### src/rtl/coh_pkg.sv
package coh_pkg;
   typedef enum logic [2:0] {
      ST_IDLE,
      ST_SEND,
      ST_WAIT,
      ST_WB,
      ST_RD,
      ST_CAP,
      ST_RSP
   } ctl_st_t;

   localparam logic MSG_RECALL = 1'b0;
   localparam logic MSG_INV    = 1'b1;
endpackage

### src/rtl/coh_dir_store.sv
module coh_dir_store #(
   parameter int NPROC = 4,
   parameter int AW    = 3,
   localparam int NBLK = 1 << AW
) (
   input  logic             clk,
   input  logic             rst_n,
   input  logic [AW-1:0]    rd_addr,
   output logic [NPROC-1:0] rd_pres,
   output logic             rd_dirty,
   input  logic             wr_en,
   input  logic [AW-1:0]    wr_addr,
   input  logic [NPROC-1:0] wr_pres,
   input  logic             wr_dirty
);
   logic [NPROC-1:0] pres_q [NBLK];
   logic             dirty_q [NBLK];

   for (genvar g = 0; g < NBLK; g++) begin : g_entry
      always_ff @(posedge clk) begin
         if (!rst_n) begin
            pres_q[g]  <= '0;
            dirty_q[g] <= 1'b0;
         end else if (wr_en && wr_addr == AW'(g)) begin
            pres_q[g]  <= wr_pres;
            dirty_q[g] <= wr_dirty;
         end
      end
   end

   assign rd_pres  = pres_q[rd_addr];
   assign rd_dirty = dirty_q[rd_addr];
endmodule

### src/rtl/coh_req_decode.sv
module coh_req_decode #(
   parameter int NPROC = 4
) (
   input  logic             is_wr,
   input  logic [NPROC-1:0] req_oh,
   input  logic [NPROC-1:0] pres,
   input  logic             dirty,
   output logic             need_msg,
   output logic [NPROC-1:0] tgt_mask,
   output logic             kind,
   output logic             fetch
);
   import coh_pkg::*;

   logic [NPROC-1:0] others;
   assign others = pres & ~req_oh;

   always_comb begin
      need_msg = 1'b0;
      tgt_mask = '0;
      kind     = MSG_RECALL;
      fetch    = 1'b0;
      if (dirty) begin
         need_msg = 1'b1;
         tgt_mask = pres;
         kind     = is_wr ? MSG_INV : MSG_RECALL;
         fetch    = 1'b1;
      end else if (is_wr && others != '0) begin
         need_msg = 1'b1;
         tgt_mask = others;
         kind     = MSG_INV;
      end
   end
endmodule

### src/rtl/coh_ack_track.sv
module coh_ack_track #(
   parameter int NPROC = 4,
   localparam int IDW  = $clog2(NPROC)
) (
   input  logic             clk,
   input  logic             rst_n,
   input  logic             load,
   input  logic [NPROC-1:0] load_mask,
   input  logic             ack_valid,
   input  logic [IDW-1:0]   ack_id,
   output logic             hit,
   output logic             all_done
);
   logic [NPROC-1:0] pend_q;
   logic [NPROC-1:0] ack_oh;

   assign ack_oh   = {{(NPROC-1){1'b0}}, 1'b1} << ack_id;
   assign hit      = ack_valid && ((pend_q & ack_oh) != '0);
   assign all_done = (pend_q == '0);

   always_ff @(posedge clk) begin
      if (!rst_n)
         pend_q <= '0;
      else if (load)
         pend_q <= load_mask;
      else if (hit)
         pend_q <= pend_q & ~ack_oh;
   end
endmodule

### src/rtl/coh_dir.sv
module coh_dir #(
   parameter int NPROC = 4,
   parameter int AW    = 3,
   parameter int DW    = 16,
   localparam int IDW  = $clog2(NPROC)
) (
   input  logic             clk,
   input  logic             rst_n,
   input  logic             req_valid,
   output logic             req_ready,
   input  logic             req_write,
   input  logic [IDW-1:0]   req_id,
   input  logic [AW-1:0]    req_addr,
   output logic             msg_valid,
   output logic             msg_kind,
   output logic [NPROC-1:0] msg_mask,
   output logic [AW-1:0]    msg_addr,
   input  logic             ack_valid,
   input  logic [IDW-1:0]   ack_id,
   input  logic [DW-1:0]    ack_data,
   output logic             mem_rd,
   output logic             mem_wr,
   output logic [AW-1:0]    mem_addr,
   output logic [DW-1:0]    mem_wdata,
   input  logic [DW-1:0]    mem_rdata,
   output logic             rsp_valid,
   output logic [IDW-1:0]   rsp_id,
   output logic [DW-1:0]    rsp_data
);
   import coh_pkg::*;

   if (NPROC < 2) begin : g_bad_nproc
      $error("coh_dir: NPROC must be at least 2");
   end
   if (NPROC != (1 << IDW)) begin : g_bad_pow2
      $error("coh_dir: NPROC must be a power of two");
   end
   if (AW < 1 || DW < 1) begin : g_bad_width
      $error("coh_dir: AW and DW must be positive");
   end

   ctl_st_t          st_q;
   logic [IDW-1:0]   id_q;
   logic [AW-1:0]    addr_q;
   logic             wr_q;
   logic             kind_q;
   logic             fetch_q;
   logic [NPROC-1:0] mask_q;
   logic [DW-1:0]    data_q;

   logic             acc;
   logic [NPROC-1:0] req_oh;
   logic [NPROC-1:0] id_oh_q;
   logic [AW-1:0]    dir_raddr;
   logic [NPROC-1:0] dir_pres;
   logic             dir_dirty;
   logic             dir_we;
   logic [NPROC-1:0] dir_wpres;
   logic             dec_msg;
   logic [NPROC-1:0] dec_mask;
   logic             dec_kind;
   logic             dec_fetch;
   logic             trk_hit;
   logic             trk_done;

   assign req_ready = (st_q == ST_IDLE);
   assign acc       = req_valid && req_ready;
   assign req_oh    = {{(NPROC-1){1'b0}}, 1'b1} << req_id;
   assign id_oh_q   = {{(NPROC-1){1'b0}}, 1'b1} << id_q;
   assign dir_raddr = (st_q == ST_IDLE) ? req_addr : addr_q;

   coh_dir_store #(.NPROC(NPROC), .AW(AW)) u_store (
      .clk      (clk),
      .rst_n    (rst_n),
      .rd_addr  (dir_raddr),
      .rd_pres  (dir_pres),
      .rd_dirty (dir_dirty),
      .wr_en    (dir_we),
      .wr_addr  (addr_q),
      .wr_pres  (dir_wpres),
      .wr_dirty (wr_q)
   );

   coh_req_decode #(.NPROC(NPROC)) u_dec (
      .is_wr    (req_write),
      .req_oh   (req_oh),
      .pres     (dir_pres),
      .dirty    (dir_dirty),
      .need_msg (dec_msg),
      .tgt_mask (dec_mask),
      .kind     (dec_kind),
      .fetch    (dec_fetch)
   );

   coh_ack_track #(.NPROC(NPROC)) u_trk (
      .clk       (clk),
      .rst_n     (rst_n),
      .load      (acc && dec_msg),
      .load_mask (dec_mask),
      .ack_valid (ack_valid),
      .ack_id    (ack_id),
      .hit       (trk_hit),
      .all_done  (trk_done)
   );

   assign dir_we    = (st_q == ST_RSP);
   assign dir_wpres = wr_q ? id_oh_q : (dir_pres | id_oh_q);

   always_ff @(posedge clk) begin
      if (!rst_n) begin
         st_q    <= ST_IDLE;
         id_q    <= '0;
         addr_q  <= '0;
         wr_q    <= 1'b0;
         kind_q  <= MSG_RECALL;
         fetch_q <= 1'b0;
         mask_q  <= '0;
         data_q  <= '0;
      end else begin
         if (trk_hit && fetch_q)
            data_q <= ack_data;
         unique case (st_q)
            ST_IDLE: begin
               if (acc) begin
                  id_q    <= req_id;
                  addr_q  <= req_addr;
                  wr_q    <= req_write;
                  kind_q  <= dec_kind;
                  fetch_q <= dec_fetch;
                  mask_q  <= dec_mask;
                  st_q    <= dec_msg ? ST_SEND : ST_RD;
               end
            end
            ST_SEND: st_q <= ST_WAIT;
            ST_WAIT: begin
               if (trk_done)
                  st_q <= fetch_q ? ST_WB : ST_RD;
            end
            ST_WB:  st_q <= ST_RSP;
            ST_RD:  st_q <= ST_CAP;
            ST_CAP: begin
               data_q <= mem_rdata;
               st_q   <= ST_RSP;
            end
            ST_RSP:  st_q <= ST_IDLE;
            default: st_q <= ST_IDLE;
         endcase
      end
   end

   assign msg_valid = (st_q == ST_SEND);
   assign msg_kind  = kind_q;
   assign msg_mask  = mask_q;
   assign msg_addr  = addr_q;

   assign mem_rd    = (st_q == ST_RD);
   assign mem_wr    = (st_q == ST_WB);
   assign mem_addr  = addr_q;
   assign mem_wdata = data_q;

   assign rsp_valid = (st_q == ST_RSP);
   assign rsp_id    = id_q;
   assign rsp_data  = data_q;
endmodule

### config.mk
export PLATFORM = sky130hd
export DESIGN_NAME = coh_dir
export DESIGN_NICKNAME = d
export VERILOG_FILES = /design/src/rtl/coh_pkg.sv /design/src/rtl/coh_dir_store.sv /design/src/rtl/coh_req_decode.sv /design/src/rtl/coh_ack_track.sv /design/src/rtl/coh_dir.sv
export SDC_FILE = /design/constraint.sdc
export NUM_CORES = 1
export LEC_CHECK = 0
export BUFFER_PORTS_ARGS = -buffer_cell sky130_fd_sc_hd__buf_2
export CORE_MARGIN = 8
export CORE_UTILIZATION = 30
export DETAILED_ROUTE_END_ITERATION = 8
export PLACE_DENSITY_LB_ADDON = 0.12
export SYNTH_ARGS = -nofsm -noshare
export SYNTH_HDL_FRONTEND = slang
export SYNTH_HIERARCHICAL = 1
export SYNTH_SLANG_ARGS = --single-unit
### constraint.sdc
create_clock -name clk -period 5.43 [get_ports clk]
set_input_delay 0.2715 -clock clk [delete_from_list [all_inputs] [get_ports clk]]
set_output_delay 0.2715 -clock clk [all_outputs]
set_load 0.05 [all_outputs]
-- After elaboration in Yosys (flattened, before gate mapping)
Memory sizes are Yosys's and may differ from the RTL's.
Index checks and enable logic that the tools add are counted.
- eq/ne operators: 15
- shift operators: 3
- multiplexer cells: 59
- bitwise logic cells: 22
- reductions and logical operators: 23
- operators by type and width (kind ; number):
    $mux W4 ; 13
    $mux W1 ; 38
    $mux W16 ; 2
    $eq A3 B3 Y1 const B ; 7
    $or A1 B1 Y1 ; 16
    $mux W3 ; 5
    $pmux W3 S5 ; 1
    $logic_and A1 B1 Y1 ; 13
    $and A4 B4 Y4 ; 3
    $eq A3 B2 Y1 const B ; 4
    $shl A1 B2 Y4 const A ; 3
    $not A4 Y4 ; 2
    $reduce_bool A4 Y1 ; 2
    $eq A3 B1 Y1 const B ; 2
    $logic_not A3 Y1 ; 2
    $logic_not A4 Y1 ; 1
    $or A4 B4 Y4 ; 1
    $reduce_and A2 Y1 ; 2
    $reduce_bool A2 Y1 ; 2
    $ne A2 B1 Y1 const B ; 1
    $ne A2 B2 Y1 const B ; 1
    $reduce_or A2 Y1 ; 1
- flip-flop bits (word level): 35
- memory bits (writable): 40
- input port bits: 44
- output and inout port bits: 50
- memories kept: 2
- memories (name ; words ; bits a word ; read ports ; clocked after Yosys merged registers in ; wr ports ; line ; RTL):
    u_store.pres_q ; 8 ; 4 ; 1 ; 0 ; 8 ; coh_dir_store.sv:16 ; logic [NPROC-1:0] pres_q [NBLK];
    u_store.dirty_q ; 8 ; 1 ; 1 ; 0 ; 8 ; coh_dir_store.sv:17 ; logic dirty_q [NBLK];

-- Depth between registers and ports, before layout
Gate-level depths: netlist (run 1).
An unclocked memory read counts as a cell.
- depth in word-level cells: 11
- depth in mapped cells: 13
- mapped depth without buffers: 10

-- Modules after synthesis
Netlist (run 1), hierarchy kept.
- by module, submodules not included (module ; instances ; cells an instance ; area an instance (µm²) ; sequential area each (µm²)):
    coh_dir_store ; 1 ; 126 ; 1916.8 ; 1191.1
    coh_dir ; 1 ; 191 ; 1605.3 ; 620.6
    coh_ack_track ; 1 ; 20 ; 240.2 ; 80.1
    coh_req_decode ; 1 ; 17 ; 108.9 ; 0.0

-- Least setup slack after synthesis (run 1)
No wires, ideal clock.
- kind: reg2reg
- from: reg st_q[0]
- to: reg u_trk.pend_q[0]
- library setup time: 124 ps
- arrival: 3383 ps
- slack: 1923 ps
- cell stages (with the launch flop): 14
- clock period less this slack: 3507 ps
- cells stage by stage: dfxtp_1 buf_2 nor3_4 mux2_2 buf_6 mux4_1 mux2_2 nand2b_1 o2111ai_1 a21o_1 and2_1 buf_6 mux2_4 o311a_2
- word-level cells in the longest chain between the ends: 10
- elaborated cells on any way between the ends: 15
- those cells by class: mux: 6; bitwise: 1; reduce/logical: 6; memory: 2
- RTL lines (what ; line ; RTL):
    start, declared ; coh_dir.sv:42 ; ctl_st_t st_q;
    start signal, assigned ; coh_dir.sv:131 ; st_q <= dec_msg ? ST_SEND : ST_RD;
    start signal, assigned ; coh_dir.sv:137 ; st_q <= fetch_q ? ST_WB : ST_RD;
    $logic_not A3 Y1 * ; coh_dir.sv:66 ; assign req_ready = (st_q == ST_IDLE);
    named net req_ready ; coh_dir.sv:10 ; output logic req_ready,
    $mux W3 * ; coh_dir.sv:70 ; assign dir_raddr = (st_q == ST_IDLE) ? req_addr : addr_q;
    named net dir_raddr[0] ; coh_dir.sv:54 ; logic [AW-1:0] dir_raddr;
    $mem_v2 Z8 W4 * ; - ;
    named net dir_pres[2] ; coh_dir.sv:55 ; logic [NPROC-1:0] dir_pres;
    $and A4 B4 Y4 * ; coh_req_decode.sv:16 ; assign others = pres & ~req_oh;
    $reduce_bool A4 Y1 * ; coh_req_decode.sv:28 ; end else if (is_wr && others != '0) begin
    $logic_and A1 B1 Y1 * ; coh_req_decode.sv:28 ;
    $mux W1 * ; coh_req_decode.sv:28 ;
    $mux W1 * ; coh_req_decode.sv:23 ; if (dirty) begin
    named net dec_msg ; coh_dir.sv:59 ; logic dec_msg;
    $logic_and A1 B1 Y1 * ; coh_dir.sv:98 ; .load (acc && dec_msg),
    $mux W4 or $reduce_bool A2 Y1 (tied branches) ; - ;
    end signal, assigned ; coh_ack_track.sv:25 ; pend_q <= load_mask;
    end signal, assigned ; coh_ack_track.sv:27 ; pend_q <= pend_q & ~ack_oh;
    end, declared ; coh_ack_track.sv:14 ; logic [NPROC-1:0] pend_q;
Mark *: on every way through the listed nets, which the timed path passes. The rest lies on a longest branch.
A chain may end at the register's enable or synchronous reset.

-- Worst setup path after layout (run 1)
- from: reg st_q[1]
- to: reg u_trk.pend_q[1]
- word-level cells in the longest chain between the ends: 10
- elaborated cells on any way between the ends: 15
- those cells by class: mux: 6; bitwise: 1; reduce/logical: 6; memory: 2
- RTL lines (what ; line):
    $logic_not A3 Y1 * ; coh_dir.sv:70
    $mux W3 * ; coh_dir.sv:70
    named net dir_raddr[0] ; coh_dir.sv:54
    $mem_v2 Z8 W4 * ; -
    named net dir_pres[1] ; coh_dir.sv:55
    $and A4 B4 Y4 * ; coh_req_decode.sv:16
    $reduce_bool A4 Y1 * ; coh_req_decode.sv:28
    $logic_and A1 B1 Y1 * ; coh_req_decode.sv:28
    $mux W1 * ; coh_req_decode.sv:28
    $mux W1 * ; coh_req_decode.sv:23
    named net dec_msg ; coh_dir.sv:59
    $logic_and A1 B1 Y1 * ; coh_dir.sv:98
    $mux W4 or $reduce_bool A2 Y1 (tied branches) ; -
Marked as above.

==> results.yml, run 1 <==
run_status:
  status: "completed"
timing:
  rsz0062_at_grt: "no"
  slew-limit-headroom_pct: 23.73
  layout_min_cycle_time_ps: 3386
  hold_violations: 0
  clock_skew_ps: 9.265
  maxSlewViolCount: 0
  worst_pin_slew_ps: 1141
  setup_viol: 0
  clock.fmax_mhz: 295.3
  fin_setup_tns_ps: 0
  fin_crit_sh_pct: 62.36
power:
  swShare_pct: 41.38
  vdd_ir_drop_max_v: 0.0001870
  internal_power_mw: 1.263
  seq_power_share_pct: 34.3
  switchingPower_mw: 0.8916
  powerDensity_mw_per_mm2: 470.4
  leakage_nw: 1.979
  fin_total_pwr_mw: 2.155
  comb_power_share_pct: 40.2
  pwr-share-clk_pct: 25.5
cts:
  cts_resized: 0
  clockBufferDepth: 2
  ctsHoldBuffers: 0
  clock_sinks: 75
  cts.clk_slew.worst_paths_ps: 60
  cts_buffers: 9
  cts_tree: "done"
  post-cts-setup-buffer-count: 0
  clk_latency_ps: 330
  cts_root_buf: "clkbuf_16"
  ctsHtreeMaxLevel: 3
global_routing:
  grt_usage_pct: 12.10
  grt_max_degree: 59
  grt_pass1_wl_mm: 15.37
  gr-total-overflow: 0
  first_global_vias: 2660
  antenna_found_initial: 0
worst_setup_path:
  crit_path_start_kind: "register"
  end_kind: "register"
  slowest_delay_ps: 650
  critPathBufInv: 1
  arrival_ps: 3600
  critPathTopFamily: "multiplexers"
  r2r_setup_slack_ps: 2040
  crit_required_ps: 5650
  r2r-start: "st_q[1]$_SDFFE_PN0P_"
  cp_max_fo: 14
  worst-path-stages: 10
  reg2reg_depth: 10
  cp_common_cell: "mux2_2"
  crit_type: "reg -> reg"
  crit_start: "st_q[1]$_SDFFE_PN0P_"
  worstPathCellList: "nor3_4, mux2_2, mux4_1, mux2_2, inv_1, o2111ai_1, a21o_1, and2_1, mux2_4, o311a_2"
  cp_slowest_cell: "dfxtp_1"
min_path:
  hp-class: "in -> reg"
  whs_path_depth: 3
  min_from: "req_addr[0]"
routing:
  drtIter0Drc: 196
  drc: 0
  wl_per_cell_um: 16.61
  dr.pass1.iters: 4
  viasPerCell: 4.625
  postRouteAntennaNets: 0
  drt_wl_total_mm: 9.918
  vias: 2761
floorplanning:
  dieArea_mm2: 0.01679
  die_y_um: 129.6
  rows: 41
  core_area_mm2: 0.01262
  ios: 94
  start_util_pct: 30.68
  chipWidth_um: 129.6
yosys:
  netlist.area_leader.share_pct: 30.25
  synth_seq_cells: 75
  seq_area_frac_synth_pct: 48.87
  syn_area_mm2: 0.003871
  syn_area_per_cell_um2: 10.94
  yosysWarnings: 6
  synthCells: 354
  syn_nets: 398
  synth_area_leaders: "edfxtp_1 30%, dfxtp_1 19%, mux4_1 6.8%"
  ys_types: 42
  yosysTopAreaCell: "edfxtp_1"
finish:
  drive_gt1_share_pct: 30.35
  syn_to_final_growth_pct: 18.33
  layout.nets: 464
  fin_area_mm2: 0.004581
  n_antenna_cell: 0
  finalNonFillerCells: 597
placement:
  numPortBuffers: 93
  place_congestion: 0.7777
  hpwl_mm: 7.474
  placed_area_mm2: 0.004303
  placed_cells: 581
run:
  maxCapViolCount: 0
## cells in the final DEF (no fill, tap or decap), types with 2 or more instances in the layout
cell        synthesis  layout
a21oi_1            19      19
and2_1             34      34
buf_2               8      93
buf_4              21       2
clkbuf_16           0       9
clkinvlp_4          0       4
dfxtp_1            36      36
edfxtp_1           39      39
inv_1               9       9
inv_6               0       2
mux2_2              8       8
mux2_4              4       4
mux2i_1            18      18
mux4_1             10      10
nand2_1            18      18
nand2b_1            9       9
nand3_1            13      13
nand3b_1            2       2
nor2_1             12      12
nor2b_1             5       5
nor3_1              8       8
nor3b_1             2       2
nor4_1              3       3
o21a_1              4       4
o21ai_0            36      36
o21ai_1             2       2
o22ai_1             5       5
o311a_1             2       2
o311a_2             2       2
o31ai_1             2       2
## registers in the layout, summed over array words and instances, names as in the netlist
signal           cells
rsp_id               2
msg_mask             4
u_store/pres_q      32
u_trk/pend_q         4
mem_addr             3
msg_kind             1
st_q                 3
mem_wdata           16
fetch_q              1
u_store/dirty_q      8
wr_q                 1
## area by class of cell
type	count	area, µm²
fillers	1271	8039
flip-flops and latches	75	1892
clock inverters	7	52.55
well taps	172	215.2
clock buffers	9	225.2
inverters	10	37.54
repair buffers	95	480.5
multi-input cells	229	1678
## synth_stat cells, drive strengths merged
master    n
edfxtp   39
o21ai    38
dfxtp    36
and2     34
buf      32
a21oi    19
nand2    19
mux2i    18
nand3    13
mux2     12
nor2     12
inv      10
mux4     10
nand2b    9
nor3      9
clkbuf    8
nor2b     5
o22ai     5
o21a      4
o311a     4
nor4      3
nand3b    2
nor3b     2
o31ai     2
a21boi    1
a21o      1
and2b     1
and3b     1
and4b     1
nor4b     1
o2111a    1
o2111ai   1
or3       1
## stage by stage
step	utilization, %	hold slack [ps]	worst slack [ps]
2_1_floorplan	-	401.9	1923
5_1_grt	36.30	200.1	1863
4_1_cts	36.30	168.3	2034
3_3_place_gp	34.10	442.8	2149
6_report	36.30	177.4	2044
3_5_place_dp	34.10	453.1	2058
## worst reg2reg max path, delay by kind of cell (launching register included)
family                 cells  cell delay, ps
flip-flops                 1             650
AO/OA/AOI/OAI              3             520
multiplexers               4            1650
buffers and inverters      1              80
AND/OR/NAND/NOR            2             370
## final timing paths
path,end
worst min-delay path,mem_addr[0]$_SDFFE_PN0P_
worst max register to register,u_trk/pend_q[1]$_SDFFE_PN0P_
worst min register to register,msg_kind$_SDFFE_PN0P_
worst max-delay path,u_trk/pend_q[1]$_SDFFE_PN0P_
## power groups by stage
| stage | registers [mW] | clock network [mW] | logic, mW |
|---|---|---|---|
| floorplan | 0.820 | 0 | 0.642 |
| global placement | 0.748 | 0 | 0.878 |
| detailed placement | 0.752 | 0 | 0.878 |
| CTS | 0.740 | 0.567 | 0.881 |
| global route | 0.753 | 0.591 | 0.936 |
| finish | 0.739 | 0.550 | 0.865 |
## layer usage
| layer | wire (µm) | global-route usage, % | vias up |
|---|---|---|---|
| li1 | - | - | 1398 |
| met4 | 103 | 3.689 | 0 |
| met2 | 5078 | 21.38 | 70 |
| met1 | 4161 | 14.10 | 1285 |
| met5 | 0 | 0 | - |
| met3 | 574 | 2.999 | 8 |
## cells by family (layout without fill, tap and decap cells)
| kind of cell | count (synthesis) | after routing | synth area share, % |
|---|---|---|---|
| compound gates | 76 | 76 | 11.34 |
| buf+inv | 50 | 121 | 7.789 |
| flops | 75 | 75 | 48.87 |
| mux | 40 | 40 | 15.32 |
| simple gates | 113 | 113 | 16.68 |
Note: power is estimated with default switching activity, not from simulation.
==> inputs of run 2 (changes only) <==
==> constraint.sdc (replaced) <==
create_clock -name clk -period 3.3 [get_ports clk]
set_input_delay 0.165 -clock clk [delete_from_list [all_inputs] [get_ports clk]]
set_output_delay 0.165 -clock clk [all_outputs]
set_load 0.05 [all_outputs]
==> run 2 against run 1 <==
Total power grew 75%. Critical path depth is the same. Hold slack lost 110 ps. Die area is the same. Non-clock buffer count grew 9. Sequential power grew 57%. Fmax grew 11%. Sequential cell count is the same. Setup slack lost 1800 ps. Sequential share of layout area shrank 0.82 points. First-iteration DRC count grew 11%. Global-route usage grew 0.22 points. Critical endpoint unchanged. Largest cell class unchanged. Highest routed layer unchanged.
==> results.yml, run 2 (same netlist as run 1, synthesis figures left out) <==
run_status:
  status: "completed"
worst_setup_path:
  crit_required_ps: 3530
  crit_type: "reg -> reg"
  crit_path_start_kind: "register"
  end_kind: "register"
  arrival_ps: 3270
  cp_max_fo: 10
floorplanning:
  dieArea_mm2: 0.01679
  die_y_um: 129.6
  start_util_pct: 30.68
  chipWidth_um: 129.6
  rows: 41
  core_area_mm2: 0.01262
  ios: 94
finish:
  syn_to_final_growth_pct: 20.81
  n_antenna_cell: 0
  finalNonFillerCells: 606
  regMostFlops: "u_store/pres_q"
  layout.nets: 473
  largest_reg_flops: 32
  final_util_pct: 37.06
  drive_gt1_share_pct: 33.64
  final_cell_mix: "93 x buf_2, 39 x edfxtp_1, 36 x o21ai_0, 35 x dfxtp_1, 34 x and2_1"
  final_common_cell: "buf_2"
  fin_area_mm2: 0.004677
global_routing:
  gr-total-overflow: 0
  grt_pass1_wl_mm: 15.61
  antenna_found_initial: 0
  first_global_vias: 2756
  grt_usage_pct: 12.32
  grt_max_degree: 57
placement:
  hpwl_mm: 7.597
  place_congestion: 0.7302
  numPortBuffers: 93
  placed_area_mm2: 0.004387
  placed_cells: 590
timing:
  fin_setup_tns_ps: 0
  fin_crit_sh_pct: 92.07
  slew-limit-headroom_pct: 28.62
  worst_pin_slew_ps: 1067
  setup_viol: 0
  maxSlewViolCount: 0
  hold_violations: 0
  rsz0062_at_grt: "no"
  clock_skew_ps: 9.567
  clock.fmax_mhz: 329.1
  layout_min_cycle_time_ps: 3038
routing:
  postRouteAntennaNets: 0
  drtIter0Drc: 218
  drc: 0
  drt_wl_total_mm: 10.20
  viasPerCell: 4.682
  dr.pass1.iters: 4
  vias: 2837
  wl_per_cell_um: 16.83
power:
  powerDensity_mw_per_mm2: 805.4
  leakage_nw: 2.029
  vdd_ir_drop_max_v: 0.0002598
cts:
  clock_sinks: 75
  ctsHoldBuffers: 0
  ctsHtreeMaxLevel: 3
  cts.clk_slew.worst_paths_ps: 60
  clk_latency_ps: 340
  cts_resized: 0
  cts_root_buf: "clkbuf_16"
  clockBufferDepth: 2
  cts_tree: "done"
  post-cts-setup-buffer-count: 0
  cts_buffers: 9
run:
  maxCapViolCount: 0
min_path:
  hp-class: "in -> reg"
-- run 2: cell types whose count changed in the layout (fill, tap and decap cells not counted), sizes merged --
cell / before / now
inv: 12 / 10
clkbuf: 9 / 13
bufinv: 0 / 1
clkinvlp: 4 / 0
buf: 95 / 104
clkinv: 1 / 2
-- run 2: power breakdown --
group | total [mW] | leakage (nW) | switching (mW) | internal (mW)
clock | 0.964 | 0.144 | 0.360 | 0.604
sequential | 1.16 | 0.695 | 0.0761 | 1.08
combinational | 1.64 | 1.19 | 1.05 | 0.590
total | 3.77 | 2.03 | 1.49 | 2.28
-- run 2: layer usage --
| layer | global-route usage (%) | vias up | share of wire, % |
|---|---|---|---|
| li1 | - | 1408 | - |
| met2 | 20.83 | 68 | 48 |
| met1 | 14.65 | 1350 | 45 |
| met3 | 3.533 | 11 | 5.9 |
| met5 | 0 | - | 0 |
| met4 | 4.303 | 0 | 1.1 |
-- run 2: final cells by class --
class	count	area, µm²
clock buffer	13	250.2
clock inverter	3	40.04
tap	172	215.2
inverter	10	37.54
sequential	75	1893
timing repair buffer	104	548.0
fill	1316	7943
multi-input combinational	229	1693
-- run 2: critical path: stages (launching register included) --
cell and delay (ps):
dfxtp_2 330, nor3_4 280, mux2_4 430, mux4_2 450, mux2_4 300, nand2b_1 90
o2111ai_2 140, a21o_1 200, and2_1 260, mux2_4 350, o311a_4 110
-- run 2: stage by stage --
stage               setup WS [ps]  hold slack (ps)  power, mW
floorplan                  -81.66            295.4      2.499
global placement            302.9            410.4      2.835
detailed placement          244.2            415.2      2.843
CTS                         246.3            58.35      3.833
global route                98.61            70.12      3.985
finish                      261.9            70.32      3.767
-- run 2: final timing paths --
kind,startpoint,end,slack [ps],cells past startpoint
setup / recovery,st_q[2]$_SDFFE_PN0P_,u_trk/pend_q[1]$_SDFFE_PN0P_,260,10
hold / removal,req_addr[1],mem_addr[1]$_SDFFE_PN0P_,70,3
setup reg to reg,st_q[2]$_SDFFE_PN0P_,u_trk/pend_q[1]$_SDFFE_PN0P_,260,10
hold reg to reg,msg_kind$_SDFFE_PN0P_,msg_kind$_SDFFE_PN0P_,450,2
==> inputs of run 3 (changes only) <==
==> constraint.sdc (replaced) <==
create_clock -name clk -period 3.3 [get_ports clk]
set_input_delay 0.495 -clock clk [delete_from_list [all_inputs] [get_ports clk]]
set_output_delay 0.495 -clock clk [all_outputs]
set_load 0.05 [all_outputs]
==> run 3 against run 2 <==
Register-to-register slack about the same. Global-route usage down 0.21 points. Total power hardly changed. Largest power group unchanged. Core utilization increased by 0.099 points.
==> results.yml, run 3 (same netlist as run 1, synthesis figures left out) <==
timing:
  fin_crit_sh_pct: 92.08
  slew-limit-headroom_pct: 27.77
  setup_viol: 0
  worst_pin_slew_ps: 1080
  clock_skew_ps: 7.349
  hold_violations: 0
  maxSlewViolCount: 0
  clock.fmax_mhz: 329.1
  layout_min_cycle_time_ps: 3039
  fin_hold_ws_ps: 397.0
  rsz0062_at_grt: "no"
worst_setup_path:
  arrival_ps: 3260
  r2r_setup_slack_ps: 260
  crit_path_start_kind: "register"
  end_kind: "register"
  r2r-start: "st_q[2]$_SDFFE_PN0P_"
  cp_max_fo: 10
  timing.rr.end: "u_trk/pend_q[0]$_SDFFE_PN0P_"
  crit_type: "reg -> reg"
  crit_start: "st_q[2]$_SDFFE_PN0P_"
  crit_required_ps: 3520
  reg2reg_depth: 10
cts:
  clockBufferDepth: 2
  cts_resized: 0
  cts.clk_slew.worst_paths_ps: 60
  ctsHoldBuffers: 0
  ctsHtreeMaxLevel: 3
  cts_tree: "done"
  clk_latency_ps: 340
  cts_root_buf: "clkbuf_16"
  cts_buffers: 9
  post-cts-setup-buffer-count: 0
  clock_sinks: 75
finish:
  layout.nets: 473
  syn_to_final_growth_pct: 21.14
  multi_input_area_mm2: 0.001693
  regMostFlops: "u_store/pres_q"
  drive_gt1_share_pct: 33.87
  seq_area_mm2: 0.001893
  final_common_cell: "buf_2"
  largest_reg_flops: 32
  fill_cells: 1311
  n_antenna_cell: 0
  finalNonFillerCells: 606
  final_cell_mix: "93 x buf_2, 39 x edfxtp_1, 36 x o21ai_0, 35 x dfxtp_1, 34 x and2_1"
routing:
  drt_wl_total_mm: 10.06
  vias: 2823
  drc: 0
  drtIter0Drc: 213
  wl_per_cell_um: 16.60
  viasPerCell: 4.658
  postRouteAntennaNets: 0
  dr.pass1.iters: 4
floorplanning:
  core_area_mm2: 0.01262
  die_y_um: 129.6
  dieArea_mm2: 0.01679
  rows: 41
  chipWidth_um: 129.6
  ios: 94
  start_util_pct: 30.68
run_status:
  status: "completed"
power:
  vdd_ir_drop_max_v: 0.0002647
  fin_total_pwr_mw: 3.765
  leakage_nw: 2.035
  powerDensity_mw_per_mm2: 802.8
min_path:
  whs_path_depth: 3
  hold_path_end: "mem_addr[2]$_SDFFE_PN0P_"
  hp-class: "in -> reg"
  min_from: "req_addr[2]"
run:
  maxCapViolCount: 0
global_routing:
  gr-total-overflow: 0
  grt_usage_pct: 12.11
  antenna_found_initial: 0
  grt_max_degree: 48
  first_global_vias: 2717
  grt_pass1_wl_mm: 15.29
placement:
  placed_cells: 590
  hpwl_mm: 7.514
  place_congestion: 0.7687
  numPortBuffers: 93
-- run 3: cell types whose count changed in the layout (fill, tap and decap cells not counted), sizes merged --
cell	previous run	this run
clkbuf	13	14
clkinv	2	1
-- run 3: worst max-delay path by stage --
stage	end	slack, ps	cells past startpoint
after floorplan	u_trk/pend_q[0]$_SDFFE_PN0P_	-80	13
after global placement	u_trk/pend_q[1]$_SDFFE_PN0P_	300	10
after detailed placement	u_trk/pend_q[1]$_SDFFE_PN0P_	260	10
after CTS	u_trk/pend_q[0]$_SDFFE_PN0P_	240	10
after global routing	u_trk/pend_q[2]$_SDFFE_PN0P_	130	10
final	u_trk/pend_q[0]$_SDFFE_PN0P_	260	10
-- run 3: routing by layer --
metal	global-route usage, %	up-vias	wire length (µm)
li1	-	1413	-
met1	14.91	1338	4431
met2	19.66	63	4887
met3	3.862	9	644
met4	3.962	0	96
met5	0	-	0
-- run 3: final cells by class --
| type | instances | area share [%] |
|---|---|---|
| flip-flops and latches | 75 | 40.37 |
| repair buffers | 104 | 11.69 |
| inverters | 10 | 0.8004 |
| well taps | 172 | 4.589 |
| clock inverters | 2 | 0.7471 |
| multi-input cells | 229 | 36.10 |
| clock buffers | 14 | 5.710 |
-- run 3: worst max-delay path, stage by stage (launching register included) --
cell       delay, ps
dfxtp_2          330
nor3_4           280
mux2_4           420
mux4_2           440
mux2_4           300
nand2b_1          90
o2111ai_2        140
a21o_1           200
and2_1           270
mux2_4           350
o311a_4          110
-- run 3: power breakdown --
part	total [mW]	internal (mW)	leakage (nW)	switching, mW
clock	1.00	0.634	0.150	0.366
combinational	1.60	0.567	1.19	1.04
sequential	1.16	1.08	0.695	0.0773
-- run 3: through the flow --
step / instance area (µm²) / util (%) / setup TNS [ps] / setup slack, ps
after global placement: 4387 / 34.76 / 0 / 304.4
after CTS: 4690 / 37.16 / 0 / 236.0
after detailed placement: 4387 / 34.76 / 0 / 261.4
after floorplan: 3899 / - / -289.7 / -81.66
after global routing: 4690 / 37.16 / 0 / 129.9
final: 4690 / 37.16 / 0 / 261.5
